$ cat src/rtl/dcr_pkg.sv
package dcr_pkg;
  localparam int unsigned REG_AW = 3;

  localparam logic [REG_AW-1:0] A_STATUS = 3'd0;
  localparam logic [REG_AW-1:0] A_CTRL   = 3'd1;
  localparam logic [REG_AW-1:0] A_CMD    = 3'd2;
  localparam logic [REG_AW-1:0] A_SHADOW = 3'd3;
  localparam logic [REG_AW-1:0] A_QSCALE = 3'd4;

  localparam int unsigned NFLAG     = 2;
  localparam int unsigned ST_ERR    = 0;
  localparam int unsigned ST_SC     = 1;
  localparam int unsigned ST_BUSY   = 2;
  localparam int unsigned CMD_RST   = 0;
  localparam int unsigned CMD_FLUSH = 1;
  localparam int unsigned CTL_IRQEN = 0;

  typedef enum logic {SEQ_RUN, SEQ_DRAIN} seq_e;
endpackage

$ cat src/rtl/dcr_status.sv
module dcr_status
  import dcr_pkg::*;
(
  input  logic             clk_i,
  input  logic             rst_ni,
  input  logic             clr_all_i,
  input  logic [NFLAG-1:0] set_i,
  input  logic [NFLAG-1:0] w1c_i,
  input  logic             en_we_i,
  input  logic             en_d_i,
  output logic [NFLAG-1:0] flag_o,
  output logic             irq_en_o,
  output logic             irq_o
);
  logic [NFLAG-1:0] flag_q;
  logic             en_q;

  always_ff @(posedge clk_i or negedge rst_ni) begin
    if (!rst_ni) begin
      flag_q <= '0;
    end else if (clr_all_i) begin
      flag_q <= '0;
    end else begin
      for (int i = 0; i < NFLAG; i++) begin
        if (set_i[i])      flag_q[i] <= 1'b1;   // set beats clear
        else if (w1c_i[i]) flag_q[i] <= 1'b0;
      end
    end
  end

  always_ff @(posedge clk_i or negedge rst_ni) begin
    if (!rst_ni)        en_q <= 1'b0;
    else if (clr_all_i) en_q <= 1'b0;
    else if (en_we_i)   en_q <= en_d_i;
  end

  assign flag_o   = flag_q;
  assign irq_en_o = en_q;
  assign irq_o    = flag_q[ST_ERR] & en_q;

  for (genvar g = 0; g < NFLAG; g++) begin : g_flag_chk

    flag_set_chk: assert property (@(posedge clk_i) disable iff (!rst_ni)
      set_i[g] && !clr_all_i |=> flag_o[g]);

    flag_w1c_chk: assert property (@(posedge clk_i) disable iff (!rst_ni)
      w1c_i[g] && !set_i[g] |=> !flag_o[g]);
  end
endmodule

$ cat src/rtl/dcr_drain.sv
module dcr_drain
  import dcr_pkg::*;
#(
  parameter int unsigned MAX_OUT = 4
) (
  input  logic clk_i,
  input  logic rst_ni,
  input  logic rst_cmd_i,
  input  logic txn_req_i,
  input  logic txn_done_i,
  output logic txn_start_o,
  output logic busy_o,
  output logic soft_rst_o
);
  localparam int unsigned CNT_W = $clog2(MAX_OUT + 1);
  localparam logic [CNT_W-1:0] CNT_MAX = CNT_W'(MAX_OUT);

  seq_e             st_q;
  logic [CNT_W-1:0] cnt_q;
  logic             dec;

  assign busy_o      = (st_q == SEQ_DRAIN);
  assign soft_rst_o  = busy_o && (cnt_q == '0);
  assign txn_start_o = txn_req_i && !busy_o && (cnt_q < CNT_MAX);
  assign dec         = txn_done_i && (cnt_q != '0);

  always_ff @(posedge clk_i or negedge rst_ni) begin
    if (!rst_ni) begin
      st_q  <= SEQ_RUN;
      cnt_q <= '0;
    end else begin
      cnt_q <= cnt_q + CNT_W'(txn_start_o) - CNT_W'(dec);
      if (soft_rst_o)     st_q <= SEQ_RUN;
      else if (rst_cmd_i) st_q <= SEQ_DRAIN;
    end
  end


  cnt_bound_chk: assert property (@(posedge clk_i) disable iff (!rst_ni)
    cnt_q <= CNT_MAX);

  drain_hold_chk: assert property (@(posedge clk_i) disable iff (!rst_ni)
    busy_o && cnt_q != '0 |=> busy_o && !txn_start_o);

  last_done_rst_chk: assert property (@(posedge clk_i) disable iff (!rst_ni)
    busy_o && cnt_q == CNT_W'(1) && txn_done_i |=> soft_rst_o);

  rst_exit_chk: assert property (@(posedge clk_i) disable iff (!rst_ni)
    soft_rst_o |=> !busy_o && cnt_q == '0);
endmodule

$ cat src/rtl/dcr_qscale.sv
module dcr_qscale #(
  parameter int unsigned QS_W = 5
) (
  input  logic            clk_i,
  input  logic            rst_ni,
  input  logic            clr_i,
  input  logic            slice_ld_i,
  input  logic [QS_W-1:0] slice_qs_i,
  input  logic            mb_vld_i,
  input  logic [QS_W-1:0] mb_qs_i,
  input  logic            host_we_i,
  input  logic [QS_W-1:0] host_qs_i,
  output logic [QS_W-1:0] qs_reg_o,
  output logic [QS_W-1:0] qscale_o
);
  logic [QS_W-1:0] qs_q, mb_q;
  logic            ovr_q;

  always_ff @(posedge clk_i or negedge rst_ni) begin
    if (!rst_ni) begin
      qs_q <= '0; mb_q <= '0; ovr_q <= 1'b0;
    end else if (clr_i) begin
      qs_q <= '0; mb_q <= '0; ovr_q <= 1'b0;
    end else if (mb_vld_i) begin
      mb_q <= mb_qs_i; ovr_q <= 1'b1;
    end else if (slice_ld_i) begin
      qs_q <= slice_qs_i; ovr_q <= 1'b0;
    end else if (host_we_i) begin
      qs_q <= host_qs_i; ovr_q <= 1'b0;
    end
  end

  assign qs_reg_o = qs_q;
  assign qscale_o = ovr_q ? mb_q : qs_q;


  qs_slice_chk: assert property (@(posedge clk_i) disable iff (!rst_ni)
    slice_ld_i && !mb_vld_i && !clr_i |=> qscale_o == $past(slice_qs_i));

  qs_hold_chk: assert property (@(posedge clk_i) disable iff (!rst_ni)
    !slice_ld_i && !mb_vld_i && !host_we_i && !clr_i |=> $stable(qscale_o));
endmodule

$ cat src/rtl/dec_ctrl_regs.sv
module dec_ctrl_regs
  import dcr_pkg::*;
#(
  parameter int unsigned DATA_W  = 32,
  parameter int unsigned SR_W    = 16,
  parameter int unsigned QS_W    = 5,
  parameter int unsigned MAX_OUT = 4
) (
  input  logic              clk_i,
  input  logic              rst_ni,
  input  logic              reg_we_i,
  input  logic [REG_AW-1:0] reg_addr_i,
  input  logic [DATA_W-1:0] reg_wdata_i,
  output logic [DATA_W-1:0] reg_rdata_o,
  input  logic              err_i,
  input  logic              sc_present_i,
  input  logic [SR_W-1:0]   shreg_i,
  input  logic              slice_qs_ld_i,
  input  logic [QS_W-1:0]   slice_qs_i,
  input  logic              mb_qs_vld_i,
  input  logic [QS_W-1:0]   mb_qs_i,
  output logic [QS_W-1:0]   qscale_o,
  input  logic              txn_req_i,
  output logic              txn_start_o,
  input  logic              txn_done_i,
  output logic              irq_o,
  output logic              flush_o,
  output logic              soft_rst_o
);
  logic             wr_status, wr_ctrl, wr_cmd, wr_qs;
  logic             rst_cmd, flush_cmd, flush_q, busy, irq_en;
  logic [NFLAG-1:0] flag_set, flag_w1c, flags;
  logic [QS_W-1:0]  qs_reg;

  assign wr_status = reg_we_i && (reg_addr_i == A_STATUS);
  assign wr_ctrl   = reg_we_i && (reg_addr_i == A_CTRL);
  assign wr_cmd    = reg_we_i && (reg_addr_i == A_CMD);
  assign wr_qs     = reg_we_i && (reg_addr_i == A_QSCALE);
  assign rst_cmd   = wr_cmd && reg_wdata_i[CMD_RST];
  assign flush_cmd = wr_cmd && reg_wdata_i[CMD_FLUSH];

  always_comb begin
    flag_set         = '0;
    flag_set[ST_ERR] = err_i;
    flag_set[ST_SC]  = err_i && sc_present_i;
  end
  assign flag_w1c = wr_status ? reg_wdata_i[NFLAG-1:0] : '0;

  dcr_status u_status (
    .clk_i     (clk_i),
    .rst_ni    (rst_ni),
    .clr_all_i (soft_rst_o),
    .set_i     (flag_set),
    .w1c_i     (flag_w1c),
    .en_we_i   (wr_ctrl),
    .en_d_i    (reg_wdata_i[CTL_IRQEN]),
    .flag_o    (flags),
    .irq_en_o  (irq_en),
    .irq_o     (irq_o)
  );

  dcr_drain #(.MAX_OUT(MAX_OUT)) u_drain (
    .clk_i       (clk_i),
    .rst_ni      (rst_ni),
    .rst_cmd_i   (rst_cmd),
    .txn_req_i   (txn_req_i),
    .txn_done_i  (txn_done_i),
    .txn_start_o (txn_start_o),
    .busy_o      (busy),
    .soft_rst_o  (soft_rst_o)
  );

  dcr_qscale #(.QS_W(QS_W)) u_qscale (
    .clk_i      (clk_i),
    .rst_ni     (rst_ni),
    .clr_i      (soft_rst_o),
    .slice_ld_i (slice_qs_ld_i),
    .slice_qs_i (slice_qs_i),
    .mb_vld_i   (mb_qs_vld_i),
    .mb_qs_i    (mb_qs_i),
    .host_we_i  (wr_qs),
    .host_qs_i  (reg_wdata_i[QS_W-1:0]),
    .qs_reg_o   (qs_reg),
    .qscale_o   (qscale_o)
  );

  // command bits self-clear: only a one-cycle pulse is kept
  always_ff @(posedge clk_i or negedge rst_ni) begin
    if (!rst_ni)         flush_q <= 1'b0;
    else if (soft_rst_o) flush_q <= 1'b0;
    else                 flush_q <= flush_cmd;
  end
  assign flush_o = flush_q | soft_rst_o;

  always_comb begin
    reg_rdata_o = '0;
    unique case (reg_addr_i)
      A_STATUS: begin
        reg_rdata_o[NFLAG-1:0] = flags;
        reg_rdata_o[ST_BUSY]   = busy;
      end
      A_CTRL:   reg_rdata_o[CTL_IRQEN] = irq_en;
      A_SHADOW: reg_rdata_o[SR_W-1:0]  = shreg_i;
      A_QSCALE: reg_rdata_o[QS_W-1:0]  = qs_reg;
      default:  reg_rdata_o = '0;
    endcase
  end


  err_sc_both_chk: assert property (@(posedge clk_i) disable iff (!rst_ni)
    err_i && sc_present_i && !soft_rst_o |=> flags[ST_ERR] && flags[ST_SC]);

  err_no_flush_chk: assert property (@(posedge clk_i) disable iff (!rst_ni)
    err_i && !wr_cmd && !busy |=> !flush_o);

  irq_needs_err_chk: assert property (@(posedge clk_i) disable iff (!rst_ni)
    irq_o |-> flags[ST_ERR]);
endmodule

$ cat config.mk
export PLATFORM = sky130hd
export DESIGN_NAME = dec_ctrl_regs
export DESIGN_NICKNAME = d
export VERILOG_FILES = /design/src/rtl/dcr_pkg.sv /design/src/rtl/dcr_status.sv /design/src/rtl/dcr_drain.sv /design/src/rtl/dcr_qscale.sv /design/src/rtl/dec_ctrl_regs.sv
export SDC_FILE = /design/constraint.sdc
export NUM_CORES = 1
export LEC_CHECK = 0
export ABC_CLOCK_PERIOD_IN_PS = 2000
export CORE_MARGIN = 4
export CORE_UTILIZATION = 29
export CTS_CLUSTER_DIAMETER = 100
export DETAILED_ROUTE_END_ITERATION = 8
export GPL_TIMING_DRIVEN = 1
export PLACE_DENSITY = 0.76
export SETUP_SLACK_MARGIN = 0.05
export SYNTH_ARGS = -nofsm -noshare
export SYNTH_HDL_FRONTEND = slang
export SYNTH_SLANG_ARGS = --single-unit
$ cat constraint.sdc
create_clock -name clk_i -period 2 [get_ports clk_i]
set_clock_uncertainty 0.2 [all_clocks]
set_input_delay 0.3 -clock clk_i [delete_from_list [all_inputs] [get_ports clk_i]]
set_output_delay 0.3 -clock clk_i [all_outputs]
set_load 0.05 [all_outputs]
==> PnR_summary.wiki <==
{| class="wikitable"
! Metric !! Value
|-
| Post-synth design cell area || 0.001335 sq mm
|-
| Number of enable flip-flop cells after synthesis || 0
|-
| Asr flop ratio synth || 100.0%
|-
| Wire length of the first global-routing pass || 6313 um
|-
| Via count of the first global-routing pass || 1327
|-
| Leakage power || approximately 1.1 nW
|-
| CP Launch Point || u_drain.cnt_q[2]$_DFF_PN0_
|-
| Kind of critical path || reg -> reg
|-
| Post-Synthesis Mean Instance Area || 9.536 sq um
|-
| Clock edge transition at the registers on the reported setup and hold paths || 0.07 ns
|-
| Largest driver fanout on the critical path || 3
|-
| Die height || about 76 um
|-
| H-tree depth reported by CTS || 1
|-
| Top Family by Delay on Critical Path || adder cells
|-
| Clock latency of the later-clocked register in the worst-skew pair || roughly 0.25 ns
|-
| HP Class || in -> async
|-
| Critical path capture point type || flop
|-
| # IOs || about 110
|-
| Routed Wire Length || 4011 um
|-
| Number of vias in the routed layout || 1297
|-
| Unrepaired setup endpoints after global routing || yes
|-
| Fraction of the cycle the final worst path needs || 105.2%
|-
| Worst Path Arrival || between 2 and 2.5 ns
|-
| Register-to-Register Path Depth || 9
|-
| Yosys cell types || 35
|-
| Starting density of the core || 30.24%
|-
| Final sum of negative setup slack || -0.1038 ns
|-
| Outcome || finished with violations
|-
| Cell count after synthesis || 140
|-
| Violation count after the first detailed-route iteration || 48
|-
| Startpoint type of the worst setup path || flop
|-
| Required time of the critical path || 1.95 ns
|-
| Upper clock frequency limit || 475.3 MHz
|-
| Share of cells above drive strength 1 || 33.33%
|-
| Power density relative to cell area || roughly 970 mW/mm^2
|-
| Number of storage elements in the synthesis netlist || 19
|-
| Endpoint of the lowest-slack register-to-register path || u_drain.cnt_q[2]$_DFF_PN0_
|-
| Warnings from Yosys || 0
|-
| Input/output buffers || 67
|-
| Detailed-placement wirelength estimate || 3299 um
|-
| Pin count of the biggest net entering global routing || 20
|-
| Seq/Total Area, Yosys || between 30% and 40%
|-
| Endpoint of the most critical setup path || u_drain.cnt_q[2]$_DFF_PN0_
|-
| Launch instance of the worst register-to-register path || u_drain.cnt_q[2]$_DFF_PN0_
|-
| Worst setup margin || -0.1038 ns
|-
| Relative area change from synthesis to final layout || 83.32%
|-
| Total stage count of the critical path || 9
|-
| RePlAce Congestion || 0.8490
|-
| Crit-path max cell delay || 0.43 ns
|-
| Clock net sink count || 19
|-
| Total track usage || 14.53%
|-
| Setup Viol. Count Final || 1
|-
| Clock Tree Buf Depth || 2
|-
| Root buffer selected by CTS || clkbuf_8
|-
| Cell chain of the critical path || nor2_1, and2_4, inv_2, ha_4, inv_2, ha_4, fa_2, xnor2_2, xnor2_1
|-
| Violations in the final reports || setup timing
|-
| Leading cell types by total area after synthesis || dfrtp_1 36%, buf_4 9.6%, mux2i_1 6.7%
|-
| Dominant cell type by area after synthesis || dfrtp_1
|-
| Placeable core area || between 0.004 and 0.005 sq mm
|-
| Most frequent standard cell in the layout excluding fill and tap cells || clkdlybuf4s50_1
|-
| Worst-case vdd ir drop || 0.5712 mV
|-
| Final critical delay including setup and external delays || 2.104 ns
|-
| Die extent in x || 75.85 um
|-
| Placed cell area || 0.002283 sq mm
|-
| Area of the die || 0.005753 sq mm
|-
| CTS tree || built
|-
| Total congestion overflow after global routing || 0
|-
| Total clock buffers created by CTS || 3
|-
| Main flop type after synthesis || dfrtp_1
|-
| Layout Nets || 296
|-
| Residual DRC count || 0
|-
| Number of fill cells in the layout || 384
|-
| Detailed Routing Iterations Pass 1 || 6
|-
| Area share of the leading cell type in the synthesized netlist || 35.61%
|-
| Area of all placed cells without fillers || 0.002447 sq mm
|-
| Core Rows || 24
|-
| Average vias per placed instance || roughly 4.7
|-
| Post-DRT Antenna Nets || 0
|-
| Per-cell routed wire length || 14.64 um
|-
| Count of hold buffers inserted by post-cts repair || 0
|-
| Slowest library cell on the worst path || dfrtp_1
|-
| CP bufs+invs || 2
|-
| Number of max-cap violations || 0
|-
| Slack of the worst reg-to-reg path || -0.10 ns
|-
| Slew Viols, Final || 0
|-
| Number of inserted diodes || 0
|-
| Antenna violations before repair || 0
|-
| Final Hold Vio Count || 0
|-
| Commonest non-fill, non-tap cells in the layout || 39 x clkdlybuf4s50_1, 24 x buf_4, 20 x buf_12
|}
[worst min path at each step]
| stage | startpoint | to | slack, ns | cells past startpoint |
|---|---|---|---|---|
| global placement | u_qscale.mb_q[0]$_DFFE_PN0P_ | u_qscale.mb_q[0]$_DFFE_PN0P_ | 0.30 | 2 |
| detailed placement | u_qscale.mb_q[4]$_DFFE_PN0P_ | u_qscale.mb_q[4]$_DFFE_PN0P_ | 0.31 | 2 |
| global route | rst_ni | u_qscale.ovr_q$_DFFE_PN0P_ | 0.18 | 2 |
| floorplan | rst_ni | flush_q$_DFF_PN0_ | -0.20 | 0 |
| finish | rst_ni | u_drain.cnt_q[1]$_DFF_PN0_ | 0.17 | 2 |
| CTS | rst_ni | u_status.flag_o[0]$_DFFE_PN0P_ | 0.17 | 2 |
[per-layer routing]
metal  GRT usage, %  vias up  share of wire, %
li1               -      631                 -
met1          16.92      598                39
met2          26.52       64                49
met3          3.166        4                10
met4          4.078        0              0.97
met5              0        -                 0
[power breakdown]
part	total, mW	switching, mW	internal (mW)	leakage, nW
clock network	0.268	0.126	0.142	0.0228
registers	0.666	0.138	0.527	0.223
logic	1.44	0.756	0.679	0.862
total	2.37	1.02	1.35	1.11
[kinds of logic after synthesis]
group           after synthesis  synth area share (%)
fa+ha+maj                     3                 3.374
xor+xnor                      2                 1.312
flops                        19                 35.61
other cells                   1                0.2809
mux                          14                 10.97
simple gates                 49                 22.68
buf+inv                      30                 13.96
compound gates               22                 11.81
[what timing repair did]
item / CTS / global route
gates resized for setup: 23 / 1
setup buffers: 3 / 2
endpoints found under the setup margin: 20 / 4
pin swaps: 5 / 2
[through the flow]
step / std cells / setup slack, ns / util [%] / power [mW] / hold WS (ns)
3_5_place_dp: 268 / -0.3165 / 51.73 / 1.962 / 0.3065
2_1_floorplan: 155 / -0.1117 / - / 1.433 / -0.1956
6_report: 274 / -0.1038 / 55.44 / 2.369 / 0.1696
5_1_grt: 274 / -0.1767 / 55.44 / 2.535 / 0.1838
3_3_place_gp: 268 / -0.2939 / 51.73 / 1.907 / 0.2964
4_1_cts: 273 / -0.08973 / 55.13 / 2.361 / 0.1734
[sequential cells by signal (all words and copies together) (netlist names)]
name	count
flush_q	1
u_drain.busy_o	1
u_drain.cnt_q	3
u_qscale.mb_q	5
u_qscale.ovr_q	1
u_qscale.qs_reg_o	5
u_status.flag_o	2
u_status.irq_en_o	1
[area by class of cell]
| class | count | area [sq um] | share of cell area (%) |
|---|---|---|---|
| Multi-Input combinational cell | 106 | 838.3 | 34.25 |
| Inverter | 7 | 26.28 | 1.074 |
| Sequential cell | 19 | 475.5 | 19.43 |
| Tap cell | 52 | 65.06 | 2.658 |
| Timing Repair Buffer | 86 | 997.2 | 40.75 |
| Clock buffer | 4 | 45.04 | 1.840 |
[Yosys cell counts, types with 4 or more instances]
master and instances:
nand3_1 5, or3b_1 4, a22oi_1 5, mux2i_1 9, and3_1 11, dfrtp_1 19
buf_4 17, nor2_1 11, a31oi_1 5, mux2_2 5, inv_1 7
No activity file was read; power rests on OpenSTA's default activity.
